--- src/rtl/nvm_guard_pkg.sv ---
`timescale 1ns/1ps
package nvm_guard_pkg;
  localparam int DW         = 16;
  localparam int AW         = 7;
  localparam int BYTE_W     = 8;
  localparam int CODE_WORDS = 4;
  localparam int CW         = DW * CODE_WORDS;
  localparam int IW         = $clog2(CODE_WORDS);

  localparam logic [AW-1:0] A_STATUS = 7'h02;
  localparam logic [AW-1:0] A_PASS   = 7'h0A;
  localparam logic [AW-1:0] A_REV    = 7'h10;
  localparam logic [AW-1:0] A_DBG    = 7'h11;
  localparam logic [AW-1:0] A_CODE   = 7'h19;
  localparam logic [AW-1:0] A_LOCK   = 7'h1D;

  localparam logic [DW-1:0]     PASS_KEY = 16'h7A53;
  localparam logic [BYTE_W-1:0] LOCK_KEY = 8'hFF;

  localparam int PAIR_BIT  = 11;
  localparam int PLOCK_BIT = 10;
  localparam int RLOCK_BIT = 9;
endpackage

--- src/rtl/nvm_guard_lock.sv ---
`timescale 1ns/1ps
module nvm_guard_lock
  import nvm_guard_pkg::*;
#(
  parameter logic [DW-1:0] INIT = '0
) (
  input  logic          clk_i,
  input  logic          rst_ni,
  input  logic          wr_i,
  input  logic [DW-1:0] wdata_i,
  output logic [DW-1:0] word_o,
  output logic          prog_lock_o,
  output logic          read_lock_o
);
  localparam logic [BYTE_W-1:0] INIT_PROG = INIT[DW-1 -: BYTE_W];
  localparam logic [BYTE_W-1:0] INIT_READ = INIT[BYTE_W-1:0];

  // lock flags are sticky: only reset clears them
  always_ff @(posedge clk_i or negedge rst_ni) begin
    if (!rst_ni) begin
      word_o      <= INIT;
      prog_lock_o <= (INIT_PROG == LOCK_KEY);
      read_lock_o <= (INIT_READ == LOCK_KEY);
    end else if (wr_i && !prog_lock_o) begin
      word_o <= wdata_i;
      if (wdata_i[DW-1 -: BYTE_W] == LOCK_KEY) prog_lock_o <= 1'b1;
      if (wdata_i[BYTE_W-1:0] == LOCK_KEY)     read_lock_o <= 1'b1;
    end
  end

  p_prog_sticky_r10: assert property (@(posedge clk_i) disable iff (!rst_ni)
    prog_lock_o |=> prog_lock_o);
  p_read_sticky_r10: assert property (@(posedge clk_i) disable iff (!rst_ni)
    read_lock_o |=> read_lock_o);
  p_lock_hold_r6: assert property (@(posedge clk_i) disable iff (!rst_ni)
    prog_lock_o |=> $stable(word_o));
  p_lock_take_r6: assert property (@(posedge clk_i) disable iff (!rst_ni)
    (wr_i && !prog_lock_o && wdata_i[DW-1 -: BYTE_W] == LOCK_KEY) |=> prog_lock_o);
endmodule

--- src/rtl/nvm_guard_pair.sv ---
`timescale 1ns/1ps
module nvm_guard_pair
  import nvm_guard_pkg::*;
#(
  parameter logic [CW-1:0] CODE = '0
) (
  input  logic                  clk_i,
  input  logic                  rst_ni,
  input  logic                  wr_en_i,
  input  logic [CODE_WORDS-1:0] sel_i,
  input  logic [DW-1:0]         wdata_i,
  output logic                  paired_o
);
  logic [CODE_WORDS-1:0] seen_q, hit_q, hit_now, seen_nx, hit_nx;
  logic                  take;

  for (genvar g = 0; g < CODE_WORDS; g++) begin : g_cmp
    assign hit_now[g] = (wdata_i == CODE[g*DW +: DW]);
  end

  assign take    = wr_en_i && (|sel_i);
  assign seen_nx = seen_q | sel_i;
  assign hit_nx  = (hit_q & ~sel_i) | (hit_now & sel_i);

  // only per-word match bits are kept; written words are never stored
  always_ff @(posedge clk_i or negedge rst_ni) begin
    if (!rst_ni) begin
      seen_q   <= '0;
      hit_q    <= '0;
      paired_o <= 1'b0;
    end else if (take) begin
      if (&seen_nx) begin
        paired_o <= &hit_nx;
        seen_q   <= '0;
        hit_q    <= '0;
      end else begin
        seen_q <= seen_nx;
        hit_q  <= hit_nx;
      end
    end
  end

  p_sel_onehot_r5: assert property (@(posedge clk_i) disable iff (!rst_ni)
    $onehot0(sel_i));
  p_pair_update_r5: assert property (@(posedge clk_i) disable iff (!rst_ni)
    !take |=> $stable(paired_o));
endmodule

--- src/rtl/nvm_guard_access.sv ---
`timescale 1ns/1ps
module nvm_guard_access
  import nvm_guard_pkg::*;
#(
  parameter logic [CW-1:0] CODE     = '0,
  parameter logic [DW-1:0] REV      = '0,
  parameter logic [DW-1:0] DBG_INIT = '0
) (
  input  logic          clk_i,
  input  logic          rst_ni,
  input  logic          wr_en_i,
  input  logic          rd_en_i,
  input  logic [AW-1:0] addr_i,
  input  logic [DW-1:0] wdata_i,
  input  logic [DW-1:0] lock_word_i,
  input  logic          paired_i,
  input  logic          prog_lock_i,
  input  logic          read_lock_i,
  output logic [DW-1:0] rdata_o,
  output logic          test_mode_o
);
  localparam logic [AW-1:0] A_CODE_END = AW'(int'(A_CODE) + CODE_WORDS);

  logic [DW-1:0] dbg_q, rd_val;
  logic          code_hit, hide;
  logic [IW-1:0] code_idx;

  assign code_hit = (addr_i >= A_CODE) && (addr_i < A_CODE_END);
  assign code_idx = IW'(addr_i - A_CODE);
  assign hide     = read_lock_i && !test_mode_o;

  always_ff @(posedge clk_i or negedge rst_ni) begin
    if (!rst_ni) begin
      test_mode_o <= 1'b0;
      dbg_q       <= DBG_INIT;
    end else begin
      if (wr_en_i && addr_i == A_PASS) test_mode_o <= (wdata_i == PASS_KEY);
      if (wr_en_i && addr_i == A_DBG && test_mode_o && !prog_lock_i) dbg_q <= wdata_i;
    end
  end

  always_comb begin
    rd_val = '0;
    if (code_hit) begin
      if (test_mode_o) rd_val = CODE[code_idx*DW +: DW];
    end else begin
      case (addr_i)
        A_STATUS: begin
          rd_val[PAIR_BIT]  = paired_i;
          rd_val[PLOCK_BIT] = prog_lock_i;
          rd_val[RLOCK_BIT] = read_lock_i;
        end
        A_REV:   if (!hide) rd_val = REV;
        A_DBG:   if (test_mode_o) rd_val = dbg_q;
        A_LOCK:  if (!hide) rd_val = lock_word_i;
        default: rd_val = '0;
      endcase
    end
  end

  always_ff @(posedge clk_i or negedge rst_ni) begin
    if (!rst_ni) rdata_o <= '0;
    else         rdata_o <= rd_en_i ? rd_val : '0;
  end

  p_test_mode_r2: assert property (@(posedge clk_i) disable iff (!rst_ni)
    (wr_en_i && addr_i == A_PASS) |=> (test_mode_o == ($past(wdata_i) == PASS_KEY)));
  p_code_hidden_r3: assert property (@(posedge clk_i) disable iff (!rst_ni)
    (rd_en_i && code_hit && !test_mode_o) |=> (rdata_o == '0));
  p_read_hide_r7: assert property (@(posedge clk_i) disable iff (!rst_ni)
    (rd_en_i && read_lock_i && !test_mode_o && (addr_i == A_REV || addr_i == A_LOCK))
      |=> (rdata_o == '0));
  p_dbg_guard_r8: assert property (@(posedge clk_i) disable iff (!rst_ni)
    (wr_en_i && addr_i == A_DBG && !test_mode_o) |=> $stable(dbg_q));
  p_idle_zero_r11: assert property (@(posedge clk_i) disable iff (!rst_ni)
    !rd_en_i |=> (rdata_o == '0));
endmodule

--- src/rtl/nvm_guard.sv ---
`timescale 1ns/1ps
module nvm_guard
  import nvm_guard_pkg::*;
#(
  parameter logic [CW-1:0] PAIR_CODE = 64'h1234_5678_9ABC_DEF0,
  parameter logic [DW-1:0] REV_WORD  = 16'h2107,
  parameter logic [DW-1:0] LOCK_INIT = 16'h0000,
  parameter logic [DW-1:0] DBG_INIT  = 16'h0000
) (
  input  logic          clk_i,
  input  logic          rst_ni,
  input  logic          wr_en_i,
  input  logic          rd_en_i,
  input  logic [AW-1:0] addr_i,
  input  logic [DW-1:0] wdata_i,
  output logic [DW-1:0] rdata_o,
  output logic          test_mode_o,
  output logic          paired_o,
  output logic          prog_lock_o,
  output logic          read_lock_o
);
  logic [CODE_WORDS-1:0] code_sel;
  logic [DW-1:0]         lock_word;
  logic                  lock_wr;

  for (genvar g = 0; g < CODE_WORDS; g++) begin : g_sel
    assign code_sel[g] = (addr_i == AW'(int'(A_CODE) + g));
  end

  assign lock_wr = wr_en_i && (addr_i == A_LOCK);

  nvm_guard_lock #(.INIT(LOCK_INIT)) u_lock (
    .clk_i       (clk_i),
    .rst_ni      (rst_ni),
    .wr_i        (lock_wr),
    .wdata_i     (wdata_i),
    .word_o      (lock_word),
    .prog_lock_o (prog_lock_o),
    .read_lock_o (read_lock_o)
  );

  nvm_guard_pair #(.CODE(PAIR_CODE)) u_pair (
    .clk_i    (clk_i),
    .rst_ni   (rst_ni),
    .wr_en_i  (wr_en_i),
    .sel_i    (code_sel),
    .wdata_i  (wdata_i),
    .paired_o (paired_o)
  );

  nvm_guard_access #(
    .CODE     (PAIR_CODE),
    .REV      (REV_WORD),
    .DBG_INIT (DBG_INIT)
  ) u_access (
    .clk_i       (clk_i),
    .rst_ni      (rst_ni),
    .wr_en_i     (wr_en_i),
    .rd_en_i     (rd_en_i),
    .addr_i      (addr_i),
    .wdata_i     (wdata_i),
    .lock_word_i (lock_word),
    .paired_i    (paired_o),
    .prog_lock_i (prog_lock_o),
    .read_lock_i (read_lock_o),
    .rdata_o     (rdata_o),
    .test_mode_o (test_mode_o)
  );
endmodule

--- config.mk ---
export PLATFORM = sky130hd
export DESIGN_NAME = nvm_guard
export DESIGN_NICKNAME = d
export VERILOG_FILES = /design/src/rtl/nvm_guard_pkg.sv /design/src/rtl/nvm_guard_lock.sv /design/src/rtl/nvm_guard_pair.sv /design/src/rtl/nvm_guard_access.sv /design/src/rtl/nvm_guard.sv
export SDC_FILE = /design/constraint.sdc
export NUM_CORES = 1
export LEC_CHECK = 0
export ABC_AREA = 1
export BUFFER_PORTS_ARGS = -buffer_cell sky130_fd_sc_hd__buf_2
export CORE_MARGIN = 2
export CORE_UTILIZATION = 56
export DETAILED_ROUTE_END_ITERATION = 8
export MAX_ROUTING_LAYER = met4
export PLACE_DENSITY = 0.89
export SETUP_SLACK_MARGIN = 0.5
export SLEW_MARGIN = 20
export SYNTH_ARGS = -nofsm -noshare
export SYNTH_HDL_FRONTEND = slang
export SYNTH_SLANG_ARGS = --single-unit
--- constraint.sdc ---
create_clock -name clk_i -period 1.6 [get_ports clk_i]
set_clock_uncertainty 0.05 [all_clocks]
set_input_delay 0.32 -clock clk_i [delete_from_list [all_inputs] [get_ports clk_i]]
set_output_delay 0.32 -clock clk_i [all_outputs]
set_load 0.02 [all_outputs]
==> results of run 1 <==
==> what timing repair did <==
item,in CTS
gates cloned,5
pin swaps,28
setup endpoints to repair,80
buffers inserted,14
hold buffers,1
resized for setup,113
endpoints found under the hold margin,60
==> cell families after synthesis <==
kind of cell	count (synthesis)	share of synthesized area (%)
compound gates	48	8.30
fa+ha+maj	4	1.64
buf+inv	52	7.15
flops	60	49.1
simple gates	243	33.9
==> stage by stage <==
| step | setup TNS [ps] | hold slack, ps | cell area, um2 | utilization [%] | worst slack, ps |
|---|---|---|---|---|---|
| 4_1_cts | 0 | 199 | 4550 | 87.4 | 206 |
| 3_5_place_dp | -5530 | 295 | 3730 | 71.6 | -161 |
| 3_3_place_gp | -3850 | 292 | 3730 | 71.6 | -143 |
| 2_1_floorplan | 0 | -25.6 | 3210 | - | 216 |
==> results.sh, run 1 <==
export IMPL_gp_congestion=0.894
export IMPL_async_flop_share_pct=100
export IMPL_haltStage="5_1_grt"
export IMPL_yosysMostFrequentCell="nand2_1"
export IMPL_initial_core_util_pct=58.8
export IMPL_synth_seq_cells=60
export IMPL_core_rowCount=26
export IMPL_synth_nets=438
export IMPL_numPlacedInstances=540
export IMPL_grt_start_max_net_pins=61
export IMPL_root_buffer="clkbuf_8"
export IMPL_max_clock_path_buffers=2
export IMPL_synth_area_um2=3060
export IMPL_error_line="[ERROR DPL-0038] Utilization greater than 100%, impossible to legalize"
export IMPL_synth_area_leaders="dfrtp_1, nand2_1, nor2_1, nand3_1, o21ai_1"
export IMPL_synthTopCellsByCount="nand2_1, dfrtp_1, nor2_1"
export IMPL_hpwl_um=5630
export IMPL_ys_warn_count=0
export IMPL_fp_dieW_um=77.9
export IMPL_cts_max_level=3
export IMPL_yosys_area_top_type="dfrtp_1"
export IMPL_die_h_um=77.9
export IMPL_syn_inst=407
export IMPL_cts_buffers=9
export IMPL_crit_endpoint="read_lock_o"
export IMPL_syn_avg_cell_area_um2=7.52
export IMPL_io_buffers=46
export IMPL_yosysUniqueCellTypes=26
export IMPL_ys_seq_area_share_pct=49.1
export IMPL_clock_sinks=60
export IMPL_status="aborted with a tool error"
export IMPL_yosysTopAreaCellShare_pct=49.1
export IMPL_ys_flop_type="dfrtp_1"
export IMPL_ios=47
export IMPL_worst_endpoint_kind="output port"
export IMPL_synth_edf_count=0
==> run 2: changes to the inputs <==
--- a/config.mk
+++ b/config.mk
@@ -8,11 +8,9 @@
 export ABC_AREA = 1
 export BUFFER_PORTS_ARGS = -buffer_cell sky130_fd_sc_hd__buf_2
 export CORE_MARGIN = 2
-export CORE_UTILIZATION = 56
+export CORE_UTILIZATION = 40
 export DETAILED_ROUTE_END_ITERATION = 8
-export MAX_ROUTING_LAYER = met4
-export PLACE_DENSITY = 0.89
-export SETUP_SLACK_MARGIN = 0.5
+export PLACE_DENSITY_LB_ADDON = 0.15
 export SLEW_MARGIN = 20
 export SYNTH_ARGS = -nofsm -noshare
 export SYNTH_HDL_FRONTEND = slang
==> run 2 against run 1 <==
  * Synthesized cell count stayed put
  * Area after synthesis unchanged
  * The flow now finishes without violations
==> results.sh, run 2 <==
export IMPL_ir_drop_v=0.000438
export IMPL_yosys_area_top_type="dfrtp_1"
export IMPL_rsz0062_at_grt="false"
export IMPL_seq_area_um2=1500
export IMPL_crit_path_top_delay_cell="ha_2"
export IMPL_critPathArrivalTime_ps=1640
export IMPL_fin_crit_sh_pct=92.2
export IMPL_area_growth_pct=26.2
export IMPL_vias_per_cell=4.75
export IMPL_clkLatencyLatePin_ps=330
export IMPL_hold_class="in2reg"
export IMPL_core_rowCount=31
export IMPL_async_flop_share_pct=100
export IMPL_max_slew_margin_pct=78.8
export IMPL_die_area_um2=8370
export IMPL_finalHoldViolations=0
export IMPL_fp_dieW_um=91.5
export IMPL_period_needed_ps=1480
export IMPL_crit_chain="buf_2 > inv_1 > ha_2 > nand3_1 > nor2_2 > nor2_1 > nor2_1 > nand3_2 > o21bai_1 > nand2_1"
export IMPL_initial_core_util_pct=41.7
export IMPL_path_class="in2reg"
export IMPL_synthTopCellsByCount="nand2_1, dfrtp_1, nor2_1"
export IMPL_drive_gt1_share_pct=24.6
export IMPL_yosysMostFrequentCell="nand2_1"
export IMPL_max_stage_delay_ps=200
export IMPL_drtAntennaViolNets=0
export IMPL_fin_nets=525
export IMPL_drv_slew=0
export IMPL_track_usage_pct=19.7
export IMPL_critPathCaptureType="register"
export IMPL_n_antenna_cell=0
export IMPL_synth_seq_cells=60
export IMPL_crit_start="addr_i[1]"
export IMPL_path_buf_inv=2
export IMPL_ios=47
export IMPL_die_h_um=91.5
export IMPL_grt_pass1_vias=2713
export IMPL_synth_area_um2=3060
export IMPL_io_buffers=46
export IMPL_critPathTopFamily="simple AND/OR/NAND/NOR gates"
export IMPL_max_cap_violations=0
export IMPL_synth_edf_count=0
export IMPL_min_path_cells=3
export IMPL_wl_um=7710
export IMPL_syn_avg_cell_area_um2=7.52
export IMPL_required_ps=1770
export IMPL_coreArea_um2=7330
export IMPL_gp_congestion=0.909
export IMPL_ys_flop_type="dfrtp_1"
export IMPL_cts_buffers=9
export IMPL_clkSlewWorstSetupHoldPaths_ps=70
export IMPL_yosysUniqueCellTypes=26
export IMPL_cp_num_cells=10
export IMPL_ff2ff_setup_slack_ps=210
export IMPL_most_common_layout_cells="nand2_1, dfrtp_1, nor2_1"
export IMPL_routedWlPerCell_um=12.9
export IMPL_n_fill_cell=747
export IMPL_rr_worst_depth=8
export IMPL_root_buffer="clkbuf_8"
export IMPL_antenna_found_initial=0
export IMPL_worstReg2RegStart="u_lock.read_lock_o$_DFFE_PN0P_"
export IMPL_path_common_cell="nor2_1"
export IMPL_grt_pass1_wl_um=13100
export IMPL_cts_max_level=3
export IMPL_first_pass_iters=4
export IMPL_p_leak_nw=2.08
export IMPL_synth_area_leaders="dfrtp_1, nand2_1, nor2_1, nand3_1, o21ai_1"
export IMPL_cp_max_fo=6
export IMPL_syn_inst=407
export IMPL_final_cells=598
export IMPL_reg_top3="u_access.dbg_q (16), u_access.rdata_o (16), u_lock.word_o (16)"
export IMPL_dr_first_iter_drc_count=110
export IMPL_ys_seq_area_share_pct=49.1
export IMPL_max_clock_path_buffers=2
export IMPL_grt_start_max_net_pins=61
export IMPL_grt_ovfl_total=0
export IMPL_status="finished clean"
export IMPL_p_total_mw=3.21
export IMPL_drc=0
export IMPL_crit_end="u_pair.paired_o$_DFFE_PN0P_"
export IMPL_setup_viol=0
export IMPL_final_common_cell="nand2_1"
export IMPL_via_count=2842
export IMPL_power_density_nw_per_um2=830
export IMPL_numPlacedInstances=580
export IMPL_crit_reg2reg_capture="u_access.rdata_o[8]$_DFF_PN0_"
export IMPL_ys_warn_count=0
export IMPL_worst_pin_slew_ps=319
export IMPL_cts_tree="built"
export IMPL_hpwl_um=5870
export IMPL_multiInputGateArea_um2=1350
export IMPL_yosysTopAreaCellShare_pct=49.1
export IMPL_clock_sinks=60
export IMPL_cp_start_kind="primary input"
export IMPL_synth_nets=438
export IMPL_fmax_ghz=0.678
## run 2: cell counts after synthesis
No cell type changed its count.
## run 2: power by group
part	switching (mW)	leakage [nW]	total, mW	internal, mW
sequential	0.0478	0.810	1.65	1.60
combinational	0.215	1.19	0.350	0.135
clock	0.614	0.0803	1.21	0.597
## run 2: final cells by class
| class | instances | area share, % |
|---|---|---|
| clock inverters | 6 | 1.04 |
| well taps | 99 | 3.21 |
| multi-input cells | 295 | 35.0 |
| flip-flops and latches | 60 | 38.9 |
| repair buffers | 84 | 14.1 |
| inverters | 44 | 4.27 |
| clock buffers | 10 | 3.56 |
## run 2: what timing repair did
action,CTS,global route
hold buffers,1,0
resized for setup,0,4
hold endpoints to repair,60,0
setup endpoints to repair,0,5
setup buffers,0,1
## run 2: worst register-to-register path, stage by stage (launching register included)
cell,delay (ps)
dfrtp_1,400
nand2_1,150
clkinv_1,120
nor2_4,160
buf_4,150
nand2_1,40
nand3_1,90
nand2_1,60
nor2_1,90
## run 2: stage by stage
stage | instance area [um2] | utilization (%) | TNS (ps) | setup WS, ps | hold WS [ps]
finish | 3860 | 52.7 | 0 | 124 | 217
global route | 3860 | 52.7 | 0 | 2.27 | 209
CTS | 3840 | 52.4 | 0 | 127 | 208
detailed placement | 3660 | 49.9 | -6030 | -200 | 304
global placement | 3660 | 49.9 | -5960 | -207 | 300
floorplan | 3060 | - | 0 | 53.1 | -25.6
## run 2: per-layer routing
metal	vias to the layer above	wire (um)	track usage [%]
met2	60	3550	30.5
met1	1308	3750	28.3
met5	-	0	0
met4	0	70	6.57
met3	7	340	3.15
li1	1467	-	-
## run 2: cells by family after synthesis
| logic type | share of synthesized area, % |
|---|---|
| simple gates | 33.9 |
| flops | 49.1 |
| buf+inv | 7.15 |
| compound gates | 8.30 |
| fa+ha+maj | 1.64 |
## run 2: worst min path at each step
stage | startpoint | slack (ps) | end
after global placement | rst_ni | 300 | u_access.rdata_o[8]$_DFF_PN0_
after floorplan | rst_ni | -30 | u_access.dbg_q[0]$_DFFE_PN0P_
final | wdata_i[0] | 220 | u_access.dbg_q[0]$_DFFE_PN0P_
after global routing | wdata_i[8] | 210 | u_lock.prog_lock_o$_DFFE_PN0P_
after detailed placement | rst_ni | 300 | u_access.rdata_o[8]$_DFF_PN0_
after CTS | wdata_i[0] | 210 | u_access.dbg_q[0]$_DFFE_PN0P_
(Power assumes the default switching activity.)
==> run 3: changes to the inputs <==
--- a/config.mk
+++ b/config.mk
@@ -5,10 +5,9 @@
 export SDC_FILE = /design/constraint.sdc
 export NUM_CORES = 1
 export LEC_CHECK = 0
-export ABC_AREA = 1
 export BUFFER_PORTS_ARGS = -buffer_cell sky130_fd_sc_hd__buf_2
-export CORE_MARGIN = 2
-export CORE_UTILIZATION = 40
+export CORE_MARGIN = 1.5
+export CORE_UTILIZATION = 46
 export DETAILED_ROUTE_END_ITERATION = 8
 export PLACE_DENSITY_LB_ADDON = 0.15
 export SLEW_MARGIN = 20
==> run 3 against run 2 <==
  * The flow now finishes with violations (negative setup slack)
  * Cell count fell by 23%
  * Critical endpoint is now u_access.rdata_o[9]$_DFF_PN0_
  * Maximum frequency fell by 10%
  * Clock power rose by 15%
  * Worst hold slack improved by 14 ps
  * Sequential share of layout area fell by 4.8 points
  * Wire length rose by 11%
  * Synthesized cell count fell by 37%
  * Power rose by 11%
  * Clock-buffer cell count fell by 1
==> results.sh, run 3 <==
export IMPL_status="finished, violations left"
export IMPL_violations="negative setup slack"
export IMPL_worst_pin_slew_ps=447
export IMPL_core_rowCount=29
export IMPL_first_pass_iters=4
export IMPL_cts_buffers=9
export IMPL_final_common_cell="buf_4"
export IMPL_ff2ff_setup_slack_ps=-50
export IMPL_required_ps=1750
export IMPL_finalHoldViolations=0
export IMPL_hold_class="in2reg"
export IMPL_die_area_um2=7030
export IMPL_most_common_layout_cells="buf_4, dfrtp_1, buf_2"
export IMPL_grt_pass1_wl_um=13000
export IMPL_fp_dieW_um=83.8
export IMPL_fmax_ghz=0.607
export IMPL_hpwl_um=5990
export IMPL_track_usage_pct=24.0
export IMPL_worstReg2RegStart="u_access.test_mode_o$_DFFE_PN0P_"
export IMPL_p_total_mw=3.55
export IMPL_fin_nets=407
export IMPL_hold_ws_ps=230
export IMPL_clkSlewWorstSetupHoldPaths_ps=70
export IMPL_ir_drop_v=0.000590
export IMPL_yosys_area_top_type="dfrtp_1"
export IMPL_critPathTopFamily="compound AO/OA/AOI/OAI gates"
export IMPL_yosysMostFrequentCell="dfrtp_1"
export IMPL_clock_sinks=60
export IMPL_drtAntennaViolNets=0
export IMPL_clkLatencyLatePin_ps=330
export IMPL_yosysTopAreaCellShare_pct=50.0
export IMPL_crit_path_top_delay_cell="dfrtp_2"
export IMPL_vias_per_cell=5.69
export IMPL_yosysUniqueCellTypes=54
export IMPL_path_class="reg2reg"
export IMPL_setup_viol=21
export IMPL_die_h_um=83.8
export IMPL_ys_warn_count=0
export IMPL_root_buffer="clkbuf_8"
export IMPL_cp_start_kind="register"
export IMPL_via_count=2607
export IMPL_period_needed_ps=1650
export IMPL_drc=0
export IMPL_gp_congestion=0.876
export IMPL_syn_inst=255
export IMPL_synthTopCellsByCount="dfrtp_1, mux2_2, a21oi_1"
export IMPL_critPathCaptureType="register"
export IMPL_drive_gt1_share_pct=53.0
export IMPL_cts_max_level=3
export IMPL_coreArea_um2=6310
export IMPL_cts_tree="built"
export IMPL_n_antenna_cell=0
export IMPL_antenna_found_initial=0
export IMPL_rsz0062_at_grt="true"
export IMPL_drv_slew=0
export IMPL_wl_um=8550
export IMPL_holdPathEnd="u_lock.word_o[5]$_DFFE_PN0P_"
export IMPL_async_flop_share_pct=100
export IMPL_min_path_cells=2
export IMPL_grt_pass1_vias=2599
export IMPL_io_buffers=46
export IMPL_power_density_nw_per_um2=804
export IMPL_synth_area_um2=3010
export IMPL_initial_core_util_pct=47.6
export IMPL_ys_flop_type="dfrtp_1"
export IMPL_syn_avg_cell_area_um2=11.8
export IMPL_reg_top3="u_access.dbg_q (16), u_access.rdata_o (16), u_lock.word_o (16)"
export IMPL_synth_nets=286
export IMPL_crit_chain="inv_2 > nor4_4 > buf_4 > buf_6 > a222oi_1 > o31ai_1"
export IMPL_timing_final_ws_setup_ps=-47.8
export IMPL_p_leak_nw=2.15
export IMPL_cp_max_fo=7
export IMPL_routedWlPerCell_um=18.7
export IMPL_max_clock_path_buffers=2
export IMPL_max_slew_margin_pct=70.2
export IMPL_grt_start_max_net_pins=25
export IMPL_max_cap_violations=0
export IMPL_min_from="wdata_i[5]"
export IMPL_synth_seq_cells=60
export IMPL_max_stage_delay_ps=450
export IMPL_ys_seq_area_share_pct=50.0
export IMPL_critPathArrivalTime_ps=1800
export IMPL_rr_worst_depth=6
export IMPL_synth_edf_count=0
export IMPL_path_buf_inv=3
export IMPL_ios=47
export IMPL_area_growth_pct=46.7
export IMPL_crit_reg2reg_capture="u_access.rdata_o[9]$_DFF_PN0_"
export IMPL_dr_first_iter_drc_count=147
export IMPL_grt_ovfl_total=0
export IMPL_fin_crit_sh_pct=103
export IMPL_synth_area_leaders="dfrtp_1, mux2_2, mux2_4, a22o_1, a21oi_1"
-- run 3: cell types whose count changed after synthesis, sizes merged, moves of 5 or more --
cell and change:
nand2 -127, nor2 -45, inv -37, mux2 +32, nand3 -31, o21ai -31
a22o +14, a21oi +13, nor2b +6, a22oi +5
-- run 3: worst max path at each step --
stage / start / to / depth (start not counted)
floorplan: addr_i[1] / u_access.dbg_q[10]$_DFFE_PN0P_ / 7
global placement: addr_i[0] / u_pair.paired_o$_DFFE_PN0P_ / 8
detailed placement: addr_i[0] / u_access.rdata_o[2]$_DFF_PN0_ / 9
CTS: addr_i[6] / u_pair.paired_o$_DFFE_PN0P_ / 6
global route: u_access.test_mode_o$_DFFE_PN0P_ / u_access.rdata_o[9]$_DFF_PN0_ / 6
finish: u_access.test_mode_o$_DFFE_PN0P_ / u_access.rdata_o[9]$_DFF_PN0_ / 6
-- run 3: metal layers --
layer | routed length (um) | vias up | global-route usage (%)
met5 | 0 | - | 0
met4 | 101 | 0 | 8.35
met3 | 468 | 8 | 5.04
met2 | 4150 | 82 | 39.0
met1 | 3840 | 1302 | 31.9
li1 | - | 1215 | -
-- run 3: area by class of cell --
cell class                      count  area [um2]
Timing Repair Buffer              121         936
Sequential cell                    60        1500
Inverter                            5        43.8
Tap cell                           77        96.3
Clock buffer                        9         124
Multi-Input combinational cell    179        1630
Clock inverter                      7        75.1
Fill cell                         469        1900
-- run 3: power breakdown --
part | internal (mW) | switching, mW | total [mW]
registers | 1.60 | 0.0572 | 1.66
clock network | 0.727 | 0.660 | 1.39
logic | 0.262 | 0.237 | 0.499
total | 2.59 | 0.954 | 3.55
-- run 3: timing repair --
| item | CTS | global route |
|---|---|---|
| gates cloned | 0 | 3 |
| hold buffers | 1 | 0 |
| setup buffers | 4 | 8 |
| endpoints found under the setup margin | 44 | 50 |
| pin swaps | 4 | 13 |
| endpoints found under the hold margin | 15 | 0 |
| resized for setup | 14 | 30 |
-- run 3: stage by stage --
step	utilization [%]	setup WS [ps]	TNS (ps)	cells	area (um2)
floorplan	-	-247	-4370	255	3130
global placement	61.1	-455	-21600	426	3860
detailed placement	61.1	-467	-22270	426	3860
CTS	66.1	0.420	0	447	4170
global route	69.8	-118	-1500	458	4410
finish	69.8	-47.8	-329	458	4410
-- run 3: cell families (layout without fill, tap and decap cells) --
| logic type | after synthesis | count (layout) | share of synthesized area (%) |
|---|---|---|---|
| buf+inv | 16 | 142 | 2.71 |
| flops | 60 | 60 | 50.0 |
| mux | 33 | 33 | 13.6 |
| xor+xnor | 1 | 1 | 0.291 |
| fa+ha+maj | 4 | 4 | 1.67 |
| simple gates | 79 | 79 | 17.2 |
| compound gates | 62 | 62 | 14.6 |
==> run 4: changes to the inputs <==
==> constraint.sdc (replaced) <==
create_clock -name clk_i -period 1.8 [get_ports clk_i]
set_clock_uncertainty 0.05 [all_clocks]
set_input_delay 0.36 -clock clk_i [delete_from_list [all_inputs] [get_ports clk_i]]
set_output_delay 0.36 -clock clk_i [all_outputs]
set_load 0.02 [all_outputs]
==> run 4 against run 3 <==
  * Critical path depth rose by 3
  * Combinational power fell by 29%
  * Wire length fell by 12%
  * Largest power group unchanged
  * The run now ends clean
  * Largest cell class is now registers
  * Critical path type is now in2reg
==> results.sh, run 4 (synthesis gave the netlist of run 3 again) <==
export IMPL_status="finished clean"
export IMPL_netSwitchingFraction_pct=26.2
export IMPL_most_common_layout_cells="dfrtp_1, buf_2, buf_4"
export IMPL_initial_core_util_pct=47.6
export IMPL_p_leak_nw=1.93
export IMPL_n_fill_cell=529
export IMPL_fp_dieW_um=83.8
export IMPL_required_ps=1970
export IMPL_critPathArrivalTime_ps=1870
export IMPL_seq_area_um2=1500
export IMPL_rr_worst_depth=6
export IMPL_setup_tns_ps=0
export IMPL_antenna_found_initial=0
export IMPL_hold_ws_ps=268
export IMPL_fmax_ghz=0.588
export IMPL_ff2ff_setup_slack_ps=160
export IMPL_multiInputGateArea_um2=1470
export IMPL_track_usage_pct=22.9
export IMPL_n_antenna_cell=0
export IMPL_ios=47
export IMPL_final_common_cell="dfrtp_1"
export IMPL_drtAntennaViolNets=0
export IMPL_combPwrFrac_pct=11.6
export IMPL_clock_sinks=60
export IMPL_vias_per_cell=5.61
export IMPL_cp_start_kind="primary input"
export IMPL_period_needed_ps=1700
export IMPL_drc=0
export IMPL_fin_nets=381
export IMPL_gp_congestion=0.835
export IMPL_crit_start="addr_i[1]"
export IMPL_ir_drop_v=0.000622
export IMPL_crit_reg2reg_capture="u_access.rdata_o[10]$_DFF_PN0_"
export IMPL_first_pass_iters=4
export IMPL_crit_end="u_access.rdata_o[10]$_DFF_PN0_"
export IMPL_grt_ovfl_total=0
export IMPL_clkSlewWorstSetupHoldPaths_ps=80
export IMPL_grt_start_max_net_pins=19
export IMPL_cp_max_fo=13
export IMPL_drive_gt1_share_pct=44.5
export IMPL_path_class="in2reg"
export IMPL_rsz0062_at_grt="false"
export IMPL_dr_first_iter_drc_count=153
export IMPL_grt_pass1_wl_um=12400
export IMPL_routedWlPerCell_um=17.5
export IMPL_max_clock_path_buffers=2
export IMPL_io_buffers=46
export IMPL_power_frac_seq_pct=48.6
export IMPL_worst_pin_slew_ps=433
export IMPL_clkPwrFrac_pct=39.8
export IMPL_cts_tree="built"
export IMPL_via_count=2424
export IMPL_critPathCaptureType="register"
export IMPL_root_buffer="clkbuf_8"
export IMPL_setup_viol=0
export IMPL_cts_buffers=9
export IMPL_hold_class="in2reg"
export IMPL_power_density_nw_per_um2=773
export IMPL_worstReg2RegStart="u_access.test_mode_o$_DFFE_PN0P_"
export IMPL_wl_um=7540
export IMPL_core_rowCount=29
export IMPL_max_slew_margin_pct=70.9
export IMPL_clkLatencyLatePin_ps=340
export IMPL_die_h_um=83.8
export IMPL_finalHoldViolations=0
export IMPL_drv_slew=0
export IMPL_die_area_um2=7030
export IMPL_grt_pass1_vias=2384
export IMPL_area_growth_pct=30.6
export IMPL_coreArea_um2=6310
export IMPL_max_cap_violations=0
export IMPL_reg_top3="u_access.dbg_q (16), u_access.rdata_o (16), u_lock.word_o (16)"
export IMPL_intPower_mw=2.24
export IMPL_cts_max_level=3
export IMPL_hpwl_um=5870
export IMPL_p_sw_mw=0.794
export IMPL_fin_crit_sh_pct=94.5
run 4: cell count changes in the layout (fill, tap and decap cells not counted), sizes merged:
cell / before / now
buf: 118 / 94
clkbuf: 11 / 9
clkinv: 5 / 3
clkinvlp: 0 / 2
run 4: stage by stage:
stage	std cells	instance area (um2)	util [%]	power, mW	setup slack [ps]
after detailed placement	415	3690	58.4	1.84	-330
after floorplan	255	3050	-	1.66	-58.8
final	432	3920	62.1	3.03	99.3
after global placement	415	3690	58.4	1.83	-319
after CTS	432	3900	61.8	3.05	11.6
after global routing	432	3920	62.1	3.17	0.302
run 4: worst min path at each step:
| stage | start | endpoint | slack [ps] | cells after the start |
|---|---|---|---|---|
| 2_1_floorplan | rst_ni | u_access.dbg_q[0]$_DFFE_PN0P_ | 10 | 0 |
| 3_3_place_gp | rst_ni | u_access.rdata_o[3]$_DFF_PN0_ | 220 | 1 |
| 3_5_place_dp | rst_ni | u_access.rdata_o[7]$_DFF_PN0_ | 220 | 1 |
| 4_1_cts | wdata_i[9] | u_access.dbg_q[9]$_DFFE_PN0P_ | 250 | 2 |
| 5_1_grt | wdata_i[8] | u_access.dbg_q[8]$_DFFE_PN0P_ | 260 | 2 |
| 6_report | wdata_i[9] | u_access.dbg_q[9]$_DFFE_PN0P_ | 270 | 2 |
run 4: worst max-delay path: stages:
cell and delay (ps):
buf_2 200, inv_12 40, ha_4 180, nand4bb_1 160, nor4_4 60, buf_4 180, a222oi_1 430, nor2_1 110
a2bb2oi_1 140
run 4: layout make-up:
class,count,area share [%]
clock inverter,7,1.95
timing repair buffer,95,15.9
multi-input combinational,179,37.3
clock buffer,9,3.16
inverter,5,0.861
sequential,60,38.3
tap,77,2.46
run 4: metal layers:
metal  vias up  GRT usage, %  share of wire (%)
met1      1195          31.6                 46
li1       1159             -                  -
met2        62          36.4                 48
met5         -             0                  0
met3         8          3.96                4.2
met4         0          8.35                1.4
run 4: power groups by stage:
| stage | registers [mW] | logic, mW | clock network [mW] |
|---|---|---|---|
| final | 1.47 | 0.352 | 1.21 |
| after global routing | 1.48 | 0.387 | 1.30 |
| after CTS | 1.47 | 0.346 | 1.23 |
| after detailed placement | 1.50 | 0.343 | 0 |
| after global placement | 1.49 | 0.338 | 0 |
| after floorplan | 1.49 | 0.171 | 0 |
run 4: what timing repair did:
| item | CTS | global route |
|---|---|---|
| buffers inserted | 0 | 0 |
| hold buffers | 1 | 0 |
| resized for setup | 0 | 4 |
| endpoints found under the hold margin | 9 | 0 |
| endpoints found under the setup margin | 0 | 3 |
